==> config.mk <==
export PLATFORM = sky130hd
export DESIGN_NAME = nxpc_unit
export DESIGN_NICKNAME = d
export VERILOG_FILES = /design/src/rtl/nxpc_pkg.sv /design/src/rtl/nxpc_decode.sv /design/src/rtl/nxpc_compare.sv /design/src/rtl/nxpc_target.sv /design/src/rtl/nxpc_unit.sv
export SDC_FILE = /design/constraint.sdc
export NUM_CORES = 1
export LEC_CHECK = 0
export BUFFER_PORTS_ARGS = -buffer_cell sky130_fd_sc_hd__buf_2
export CAP_MARGIN = 15
export CORE_MARGIN = 10
export CORE_UTILIZATION = 42
export DETAILED_ROUTE_END_ITERATION = 16
export PLACE_DENSITY = 0.66
export SLEW_MARGIN = 20
export SYNTH_ARGS = -nofsm -noshare
export SYNTH_HDL_FRONTEND = slang
export SYNTH_SLANG_ARGS = --single-unit
==> constraint.sdc <==
create_clock -name clk -period 10.7 [get_ports clk]
set_input_delay 2.14 -clock clk [delete_from_list [all_inputs] [get_ports clk]]
set_output_delay 2.14 -clock clk [all_outputs]
set_load 0.02 [all_outputs]
==> src/rtl/nxpc_pkg.sv <==
package nxpc_pkg;

    typedef enum logic [1:0] {ST_IDLE, ST_FLOW, ST_TRAP} state_e;

    typedef enum logic [2:0] {FK_SEQ, FK_JIMM, FK_COND, FK_JREG, FK_SCALL, FK_DIV} flow_e;

    typedef enum logic [2:0] {CC_EQ, CC_NE, CC_GTS, CC_GES, CC_GTU, CC_GEU} cc_e;

    typedef struct packed {
        flow_e flow;
        cc_e   cc;
        logic  link;
    } dec_t;

    localparam logic [5:0] OP_BEQ   = 6'h11;
    localparam logic [5:0] OP_BGTS  = 6'h12;
    localparam logic [5:0] OP_BGES  = 6'h13;
    localparam logic [5:0] OP_BGEU  = 6'h14;
    localparam logic [5:0] OP_BGTU  = 6'h15;
    localparam logic [5:0] OP_BNE   = 6'h17;
    localparam logic [5:0] OP_DIVU  = 6'h23;
    localparam logic [5:0] OP_SCALL = 6'h2B;
    localparam logic [5:0] OP_JREG  = 6'h30;
    localparam logic [5:0] OP_MODU  = 6'h31;
    localparam logic [5:0] OP_CREG  = 6'h36;
    localparam logic [5:0] OP_JIMM  = 6'h38;
    localparam logic [5:0] OP_CIMM  = 6'h3E;

    localparam logic [2:0] CAUSE_NONE  = 3'd0;
    localparam logic [2:0] CAUSE_SYS   = 3'd1;
    localparam logic [2:0] CAUSE_BRK   = 3'd2;
    localparam logic [2:0] CAUSE_DIVZ  = 3'd3;
    localparam logic [2:0] CAUSE_ILL   = 3'd4;

    localparam logic [4:0] CODE_SYS = 5'd2;
    localparam logic [4:0] CODE_BRK = 5'd7;

    localparam logic [4:0] IDX_RA = 5'd29;
    localparam logic [4:0] IDX_EA = 5'd30;
    localparam logic [4:0] IDX_BA = 5'd31;

endpackage

==> src/rtl/nxpc_decode.sv <==
module nxpc_decode
    import nxpc_pkg::*;
(
    input  logic [5:0] opcode,
    output dec_t       dec
);
    always_comb begin
        dec.flow = FK_SEQ;
        dec.cc   = CC_EQ;
        dec.link = 1'b0;
        unique case (opcode)
            OP_BEQ:   begin dec.flow = FK_COND; dec.cc = CC_EQ;  end
            OP_BNE:   begin dec.flow = FK_COND; dec.cc = CC_NE;  end
            OP_BGTS:  begin dec.flow = FK_COND; dec.cc = CC_GTS; end
            OP_BGES:  begin dec.flow = FK_COND; dec.cc = CC_GES; end
            OP_BGTU:  begin dec.flow = FK_COND; dec.cc = CC_GTU; end
            OP_BGEU:  begin dec.flow = FK_COND; dec.cc = CC_GEU; end
            OP_JIMM:  dec.flow = FK_JIMM;
            OP_CIMM:  begin dec.flow = FK_JIMM; dec.link = 1'b1; end
            OP_JREG:  dec.flow = FK_JREG;
            OP_CREG:  begin dec.flow = FK_JREG; dec.link = 1'b1; end
            OP_SCALL: dec.flow = FK_SCALL;
            OP_DIVU,
            OP_MODU:  dec.flow = FK_DIV;
            default:  dec.flow = FK_SEQ;
        endcase
    end
endmodule

==> src/rtl/nxpc_compare.sv <==
module nxpc_compare
    import nxpc_pkg::*;
#(
    parameter int XLEN = 32
) (
    input  cc_e             cc,
    input  logic [XLEN-1:0] a,
    input  logic [XLEN-1:0] b,
    output logic            hold
);
    logic eq, gts, gtu;

    assign eq  = (a == b);
    assign gts = ($signed(a) > $signed(b));
    assign gtu = (a > b);

    always_comb begin
        unique case (cc)
            CC_EQ:   hold = eq;
            CC_NE:   hold = !eq;
            CC_GTS:  hold = gts;
            CC_GES:  hold = gts || eq;
            CC_GTU:  hold = gtu;
            CC_GEU:  hold = gtu || eq;
            default: hold = 1'b0;
        endcase
    end
endmodule

==> src/rtl/nxpc_target.sv <==
module nxpc_target #(
    parameter int XLEN    = 32,
    parameter int LONG_W  = 26,
    parameter int SHORT_W = 16
) (
    input  logic [XLEN-1:0]   pc,
    input  logic [LONG_W-1:0] imm,
    input  logic [XLEN-1:0]   opa,
    output logic [XLEN-1:0]   pc_al,
    output logic [XLEN-1:0]   seq_t,
    output logic [XLEN-1:0]   long_t,
    output logic [XLEN-1:0]   short_t,
    output logic [XLEN-1:0]   reg_t
);
    localparam int LONG_PAD  = XLEN - LONG_W - 2;
    localparam int SHORT_PAD = XLEN - SHORT_W - 2;

    logic [XLEN-1:0] long_off, short_off;

    assign pc_al     = {pc[XLEN-1:2], 2'b00};
    assign long_off  = {{LONG_PAD{imm[LONG_W-1]}}, imm, 2'b00};
    assign short_off = {{SHORT_PAD{imm[SHORT_W-1]}}, imm[SHORT_W-1:0], 2'b00};
    assign seq_t     = pc_al + XLEN'(4);
    assign long_t    = pc_al + long_off;
    assign short_t   = pc_al + short_off;
    assign reg_t     = {opa[XLEN-1:2], 2'b00};
endmodule

==> src/rtl/nxpc_unit.sv <==
module nxpc_unit
    import nxpc_pkg::*;
#(
    parameter int XLEN   = 32,
    parameter int IMM_W  = 26,
    parameter int SHORT_W = 16
) (
    input  logic             clk,
    input  logic             rst,
    input  logic             valid_i,
    input  logic [XLEN-1:0]  pc_i,
    input  logic [5:0]       opcode_i,
    input  logic [IMM_W-1:0] imm_i,
    input  logic [XLEN-1:0]  opa_i,
    input  logic [XLEN-1:0]  opb_i,
    output logic [XLEN-1:0]  next_pc_o,
    output logic             taken_o,
    output logic             link_we_o,
    output logic [XLEN-1:0]  link_val_o,
    output logic [1:0]       ret_kind_o,
    output logic             exc_req_o,
    output logic [2:0]       exc_cause_o
);
    localparam int SRC_LSB = IMM_W - 5;

    dec_t            dec;
    logic            hold;
    logic [XLEN-1:0] pc_al, seq_t, long_t, short_t, reg_t;

    nxpc_decode u_dec (.opcode(opcode_i), .dec(dec));

    nxpc_compare #(.XLEN(XLEN)) u_cmp (
        .cc(dec.cc), .a(opa_i), .b(opb_i), .hold(hold)
    );

    nxpc_target #(.XLEN(XLEN), .LONG_W(IMM_W), .SHORT_W(SHORT_W)) u_tgt (
        .pc(pc_i), .imm(imm_i), .opa(opa_i), .pc_al(pc_al), .seq_t(seq_t),
        .long_t(long_t), .short_t(short_t), .reg_t(reg_t)
    );

    // next-result selection
    logic [XLEN-1:0] d_npc;
    logic            d_taken, d_link, d_exc;
    logic [2:0]      d_cause;
    logic [1:0]      d_kind;
    logic [4:0]      src_idx;

    assign src_idx = imm_i[IMM_W-1:SRC_LSB];

    always_comb begin
        d_npc   = seq_t;
        d_taken = 1'b0;
        d_link  = 1'b0;
        d_exc   = 1'b0;
        d_cause = CAUSE_NONE;
        d_kind  = 2'd0;
        unique case (dec.flow)
            FK_SEQ: d_npc = seq_t;
            FK_JIMM: begin
                d_npc   = long_t;
                d_taken = 1'b1;
                d_link  = dec.link;
            end
            FK_COND: begin
                d_npc   = hold ? short_t : seq_t;
                d_taken = hold;
            end
            FK_JREG: begin
                d_npc   = reg_t;
                d_taken = 1'b1;
                d_link  = dec.link;
                if (!dec.link) begin
                    unique case (src_idx)
                        IDX_RA:  d_kind = 2'd1;
                        IDX_EA:  d_kind = 2'd2;
                        IDX_BA:  d_kind = 2'd3;
                        default: d_kind = 2'd0;
                    endcase
                end
            end
            FK_SCALL: begin
                d_npc = pc_al;
                d_exc = 1'b1;
                unique case (imm_i[4:0])
                    CODE_BRK: d_cause = CAUSE_BRK;
                    CODE_SYS: d_cause = CAUSE_SYS;
                    default:  d_cause = CAUSE_ILL;
                endcase
            end
            FK_DIV: begin
                if (opb_i == '0) begin
                    d_npc   = pc_al;
                    d_exc   = 1'b1;
                    d_cause = CAUSE_DIVZ;
                end
            end
            default: d_npc = seq_t;
        endcase
    end

    // state register
    state_e state_q;

    always_ff @(posedge clk) begin
        if (rst) begin
            state_q <= ST_IDLE;
        end else if (!valid_i) begin
            state_q <= ST_IDLE;
        end else if (d_exc) begin
            state_q <= ST_TRAP;
        end else begin
            state_q <= ST_FLOW;
        end
    end

    // captured result
    logic [XLEN-1:0] npc_q, lval_q;
    logic            taken_q, link_q;
    logic [2:0]      cause_q;
    logic [1:0]      kind_q;

    always_ff @(posedge clk) begin
        if (rst) begin
            npc_q   <= '0;
            lval_q  <= '0;
            taken_q <= 1'b0;
            link_q  <= 1'b0;
            cause_q <= CAUSE_NONE;
            kind_q  <= 2'd0;
        end else if (valid_i) begin
            npc_q   <= d_npc;
            lval_q  <= seq_t;
            taken_q <= d_taken;
            link_q  <= d_link;
            cause_q <= d_cause;
            kind_q  <= d_kind;
        end
    end

    // outputs decoded from the state
    always_comb begin
        next_pc_o   = npc_q;
        link_val_o  = link_q ? lval_q : '0;
        taken_o     = 1'b0;
        link_we_o   = 1'b0;
        ret_kind_o  = 2'd0;
        exc_req_o   = 1'b0;
        exc_cause_o = CAUSE_NONE;
        unique case (state_q)
            ST_IDLE: ;
            ST_FLOW: begin
                taken_o    = taken_q;
                link_we_o  = link_q;
                ret_kind_o = kind_q;
            end
            ST_TRAP: begin
                exc_req_o   = 1'b1;
                exc_cause_o = cause_q;
            end
            default: ;
        endcase
    end

    // checks
    assert_trap_alone_R11: assert property (@(posedge clk) disable iff (rst)
        exc_req_o |-> (!taken_o && !link_we_o));

    assert_trap_pc_R7: assert property (@(posedge clk) disable iff (rst)
        exc_req_o |-> (next_pc_o == ($past(pc_i) & ~XLEN'(3))));

    assert_link_val_R5: assert property (@(posedge clk) disable iff (rst)
        link_we_o |-> (link_val_o == (($past(pc_i) & ~XLEN'(3)) + XLEN'(4))));

    assert_quiet_idle_R2: assert property (@(posedge clk) disable iff (rst)
        !$past(valid_i) |-> (!taken_o && !link_we_o && !exc_req_o));

    assert_aligned_R10: assert property (@(posedge clk) disable iff (rst)
        next_pc_o[1:0] == 2'b00);

    assert_cause_set_R8: assert property (@(posedge clk) disable iff (rst)
        exc_req_o |-> (exc_cause_o != CAUSE_NONE));
endmodule

Word-level counts from Yosys, hierarchy flattened --
Cells that the tools add are included.
Storage, ports and cells: register bits after elaboration 73, input bits 131, output and inout bits 72
Operators by class: add/sub/neg operators 3, magnitude comparators 2, equal/unequal tests 31, muxes and demuxes 24, bitwise operators 1, reduce and logical (&&, ||, !) cells 12
Operator list (count):
- $pmux 32 s5 | 1
- $mux 32 | 3
- $add 32x32->32 | 2
- $gt 32x32->1 | 2
- $eq 6x6->1 const B | 7
- $eq 6x5->1 const B | 6
- $add 32x3->32 const B | 1
- $eq 32x32->1 | 1
- $logic_not 32->1 | 1
- $pmux 3 s5 | 2
- $eq 5x5->1 const B | 3
- $eq 3x2->1 const B | 4
- $eq 3x3->1 const B | 4
- $pmux 3 s2 | 2
- $reduce_or 2->1 | 6
- $mux 2 | 5
- $eq 3x1->1 const B | 2
- $mux 1 | 6
- $pmux 1 s6 | 1
- $pmux 2 s3 | 1
- $reduce_or 6->1 | 1
- $eq 5x2->1 const B | 1
- $eq 5x3->1 const B | 1
- $pmux 1 s2 | 2
- other kinds (7) | 8

Longest topological paths before layout --
word-level depth 6, gate-level depth with buffers 14

By module --
From an unflattened synthesis, not the netlist that was laid out.
Second synthesis, totals: cells, all modules 1286, area, all modules 10020.9 um^2
By module, submodules not included:
- nxpc_unit | times used 1, cells each 658, area each 5487.8 um^2, seq. area each 1461.4 um^2
- nxpc_target | times used 1, cells each 481, area each 3443.3 um^2, seq. area each 0.0 um^2
- nxpc_compare | times used 1, cells each 125, area each 917.1 um^2, seq. area each 0.0 um^2
- nxpc_decode | times used 1, cells each 22, area each 172.7 um^2, seq. area each 0.0 um^2

Worst setup path after synthesis --
No wires, ideal clock.
path kind input to register, from input port pc_i[2], to register npc_q[16] (netlist: next_pc_o[16]), data arrival time 4.686 ns, data required time 10.566 ns, setup slack 5.881 ns, stages 11, path buffers 0, path through ha_1 > fa_1 > a211o_1 > a2111oi_4 > nor3b_1 > a41oi_2 > o21ai_1 > xor2_1 > a2bb2oi_1 > a2111oi_0 > a21oi_1
Between the ends: cells in the longest elaborated chain, start to end 3, elaborated cells between the ends (all ways) 6, classes of those cells add/sub: 3; mux: 3
RTL lines:
- start, declared | RTL line nxpc_unit.sv:11 | input logic [XLEN-1:0] pc_i,
- $add 32x3->32 / $add 32x32->32 (equally long branches) | RTL line nxpc_target.sv:23, nxpc_target.sv:25
- $mux 32, on equally long branches | RTL line nxpc_unit.sv:91, nxpc_unit.sv:65
- $pmux 32 s5 (*) | RTL line nxpc_unit.sv:57 | unique case (dec.flow)
- end signal, assigned | RTL line nxpc_unit.sv:131 | npc_q <= d_npc;
- end, declared | RTL line nxpc_unit.sv:117 | logic [XLEN-1:0] npc_q, lval_q;
Mark *: on every way between the ends. The rest lies on a longest branch, timed or not. A chain may end at the register's enable or synchronous reset.

Worst setup path after layout --
from input port opb_i[14], to register npc_q[14] (netlist: next_pc_o[14])
Between the ends: cells in the longest elaborated chain, start to end 5, elaborated cells between the ends (all ways) 11, classes of those cells order compare: 2; eq/ne: 1; mux: 4; reduce/logical: 4
RTL lines:
- start, declared | RTL line nxpc_unit.sv:15 | input logic [XLEN-1:0] opb_i,
- $gt 32x32->1 (tied with other cells) | RTL line nxpc_compare.sv:15 | assign gtu = (a > b);
- $logic_or 1x1->1 (tied with other cells) | RTL line nxpc_compare.sv:24 | CC_GEU: hold = gtu || eq;
- $pmux 1 s6 | RTL line nxpc_compare.sv:18 | unique case (cc)
- $mux 32 | RTL line nxpc_unit.sv:65 | d_npc = hold ? short_t : seq_t;
- $pmux 32 s5 (*) | RTL line nxpc_unit.sv:57
Marked as above.

==> results_dict.tcl <==
set metrics [dict create \
    clkSinkCount 69 \
    grt_max_degree 59 \
    ys_types 78 \
    hp-class "flop to flop" \
    final_cell_mix "buf_2 (196), nor2_1 (107), a21oi_1 (90), nand2_1 (88), ha_1 (75)" \
    clock_path_buffers 2 \
    cts-root-buf "clkbuf_16" \
    whs_path_depth 1 \
    dpl.hpwl_um 24300 \
    p_total_uw 915 \
    tightestPinTransition_ns 1.08 \
    cp.required_ns 10.88 \
    area_delta_synth_final_pct 18.3 \
    cp_max_fo 15 \
    slew_viol_final 0 \
    worstPathArrival_ns 5.62 \
    io_pins 203 \
    io_buffers 196 \
    regToRegEndpoint "link_q$_SDFFE_PP0P_" \
    final-setup-viol-count 0 \
    vias 8491 \
    wl_per_cell_um 20.8 \
    hold_violations 0 \
    clkTransAtPathRegs_ns 0.05 \
    remaining_drc_errors 0 \
    grt_overflow 0 \
    reg2reg_slack_ns 9.50 \
    antenna_found_initial 3 \
    die_w_um 154 \
    grt_usage 0.238 \
    routed_wl_um 29900 \
    r2r_cells 2 \
    seq_area_frac_synth 0.182 \
    die_h_um 154 \
    cts_tree "built" \
    status "finished clean" \
    worst-setup-path-type "primary input to flop" \
    netlist_area_um2 7580 \
    synth_area_per_cell_um2 7.31 \
    place_ws_ns 5.02 \
    min_period_ns 5.44 \
    maxCapViolCount 0 \
    setup_slack_ns 5.26 \
    cts_hold_buf 0 \
    rsz0062_at_grt "false" \
    insertion_delay_ns 0.32 \
    grt_pass1_wl_um 46000 \
    rr_startpoint "link_q$_SDFFE_PP0P_" \
    max_freq_ghz 0.184 \
    period_share 0.509 \
    power_density_nw_per_um2 102 \
    slew_headroom 0.274 \
    grt_pass1_vias 8166 \
    start_util 0.425 \
    drive_gt1_frac 0.194 \
    synth_ff_type "dfxtp_1" \
    cts_buffers 9 \
    core.rowCount 49 \
    dieArea_um2 23800 \
    final_common_cell "buf_2" \
    hold_end "lval_q[26]$_SDFFE_PP0P_" \
    yosysWarnings 0 \
    ant_nets 0 \
    cts-resized-gates 0 \
    cp-end-kind "flop" \
    htree_levels 3 \
    leakage_uw 0.00412 \
    post_cts_buffers 0 \
    fin_skew_ns 0 \
    synth-async-reset-ratio 0 \
    nNetsFinal 1410 \
    critPathLaunchType "primary input" \
    drt_iter0_drc 832 \
    peakVddDrop_mv 0.0901 \
    netlist_instances 1037 \
    min_from "lval_q[26]$_SDFFE_PP0P_" \
    routed_via_density 5.90 \
    first_pass_iters 5 \
    gp_congestion 0.932 \
    finalSetupTns_ns 0 \
    coreArea_um2 17800 \
    synth-edff-count 0 \
    ys_ff_latch 69 \
]
## critical path, stage by stage
cell,delay [ns]
buf_2,0.09
inv_1,0.04
ha_1,0.31
nand4_1,0.17
or3_1,0.39
a21oi_1,0.13
or3_1,0.17
a21oi_1,0.07
o31ai_1,0.50
or2_1,0.69
nor3_1,0.11
a2111oi_0,0.70
nor3_1,0.10
## flip-flops by register name, summed over array words and instances (netlist names)
name / cells
next_pc_o: 30
link_q: 1
kind_q: 2
lval_q: 30
state_q: 2
cause_q: 3
taken_q: 1
## Yosys cell counts, types with 13 or more instances
| library cell | instances | area share |
|---|---|---|
| nor2_1 | 108 | 0.053 |
| a21oi_1 | 90 | 0.059 |
| nand2_1 | 88 | 0.044 |
| ha_1 | 75 | 0.12 |
| dfxtp_1 | 69 | 0.18 |
| o21ai_0 | 59 | 0.039 |
| inv_1 | 46 | 0.023 |
| and2_1 | 40 | 0.033 |
| nand3_1 | 37 | 0.024 |
| xnor2_1 | 35 | 0.040 |
| xor2_1 | 33 | 0.038 |
| a211oi_1 | 28 | 0.028 |
| clkbuf_1 | 28 | 0.014 |
| a21o_1 | 22 | 0.022 |
| nor3_1 | 21 | 0.014 |
| nand4_1 | 19 | 0.016 |
| a221oi_1 | 16 | 0.018 |
| and3_1 | 14 | 0.012 |
| buf_2 | 13 | 0.0086 |
## power by group
part           internal [uW]  switching, uW  total (uW)
sequential               275           9.61         284
clock                    184           99.2         283
combinational            132            216         348
total                    590            325         915
## metal layers
metal / track usage / vias to the layer above / wire length, um
met3: 0.0485 / 52 / 2690
li1: - / 4156 / -
met1: 0.337 / 3883 / 13900
met2: 0.351 / 400 / 12700
met5: 0 / - / 0
met4: 0.0774 / 0 / 696
## worst max path at each step
stage,start,endpoint,slack (ns),cells after the start
after floorplan,pc_i[2],next_pc_o[16]$_SDFFE_PP0P_,5.88,11
after global placement,opa_i[15],next_pc_o[25]$_SDFFE_PP0P_,4.98,13
after detailed placement,opb_i[14],next_pc_o[25]$_SDFFE_PP0P_,5.02,14
after CTS,opb_i[14],next_pc_o[25]$_SDFFE_PP0P_,5.37,14
after global routing,opb_i[14],next_pc_o[25]$_SDFFE_PP0P_,4.97,14
final,opb_i[14],next_pc_o[14]$_SDFFE_PP0P_,5.26,13
## cell families (layout without fill, tap and decap cells)
logic type / count (synthesis) / after routing / synth area share
adders and majority gates: 76 / 76 / 0.126
buffers and inverters: 98 / 264 / 0.0546
and+or+nand+nor: 383 / 383 / 0.247
other: 1 / 7 / 0.000494
AOI/OAI and AO/OA: 331 / 331 / 0.297
muxes: 11 / 11 / 0.0145
DFF: 69 / 69 / 0.182
xor gates and xnor gates: 68 / 68 / 0.0785
## layout make-up
type	instances	area [um^2]
fillers	1800	8870
diodes	3	7.51
repair buffers	204	1040
clock buffers	12	246
multi-input cells	873	5800
inverters	46	173
flip-flops and latches	69	1380
clock inverters	2	35.0
well taps	229	287
## through the flow
step | hold slack (ns) | area [um^2] | utilization | instances
2_1_floorplan | 0.417 | 7600 | - | 1040
3_3_place_gp | 0.426 | 8680 | 0.487 | 1421
3_5_place_dp | 0.433 | 8680 | 0.487 | 1421
4_1_cts | 0.444 | 8970 | 0.503 | 1435
5_1_grt | 0.469 | 8970 | 0.503 | 1438
6_report | 0.439 | 8970 | 0.503 | 1438
Note: power is estimated with default switching activity, not from simulation.
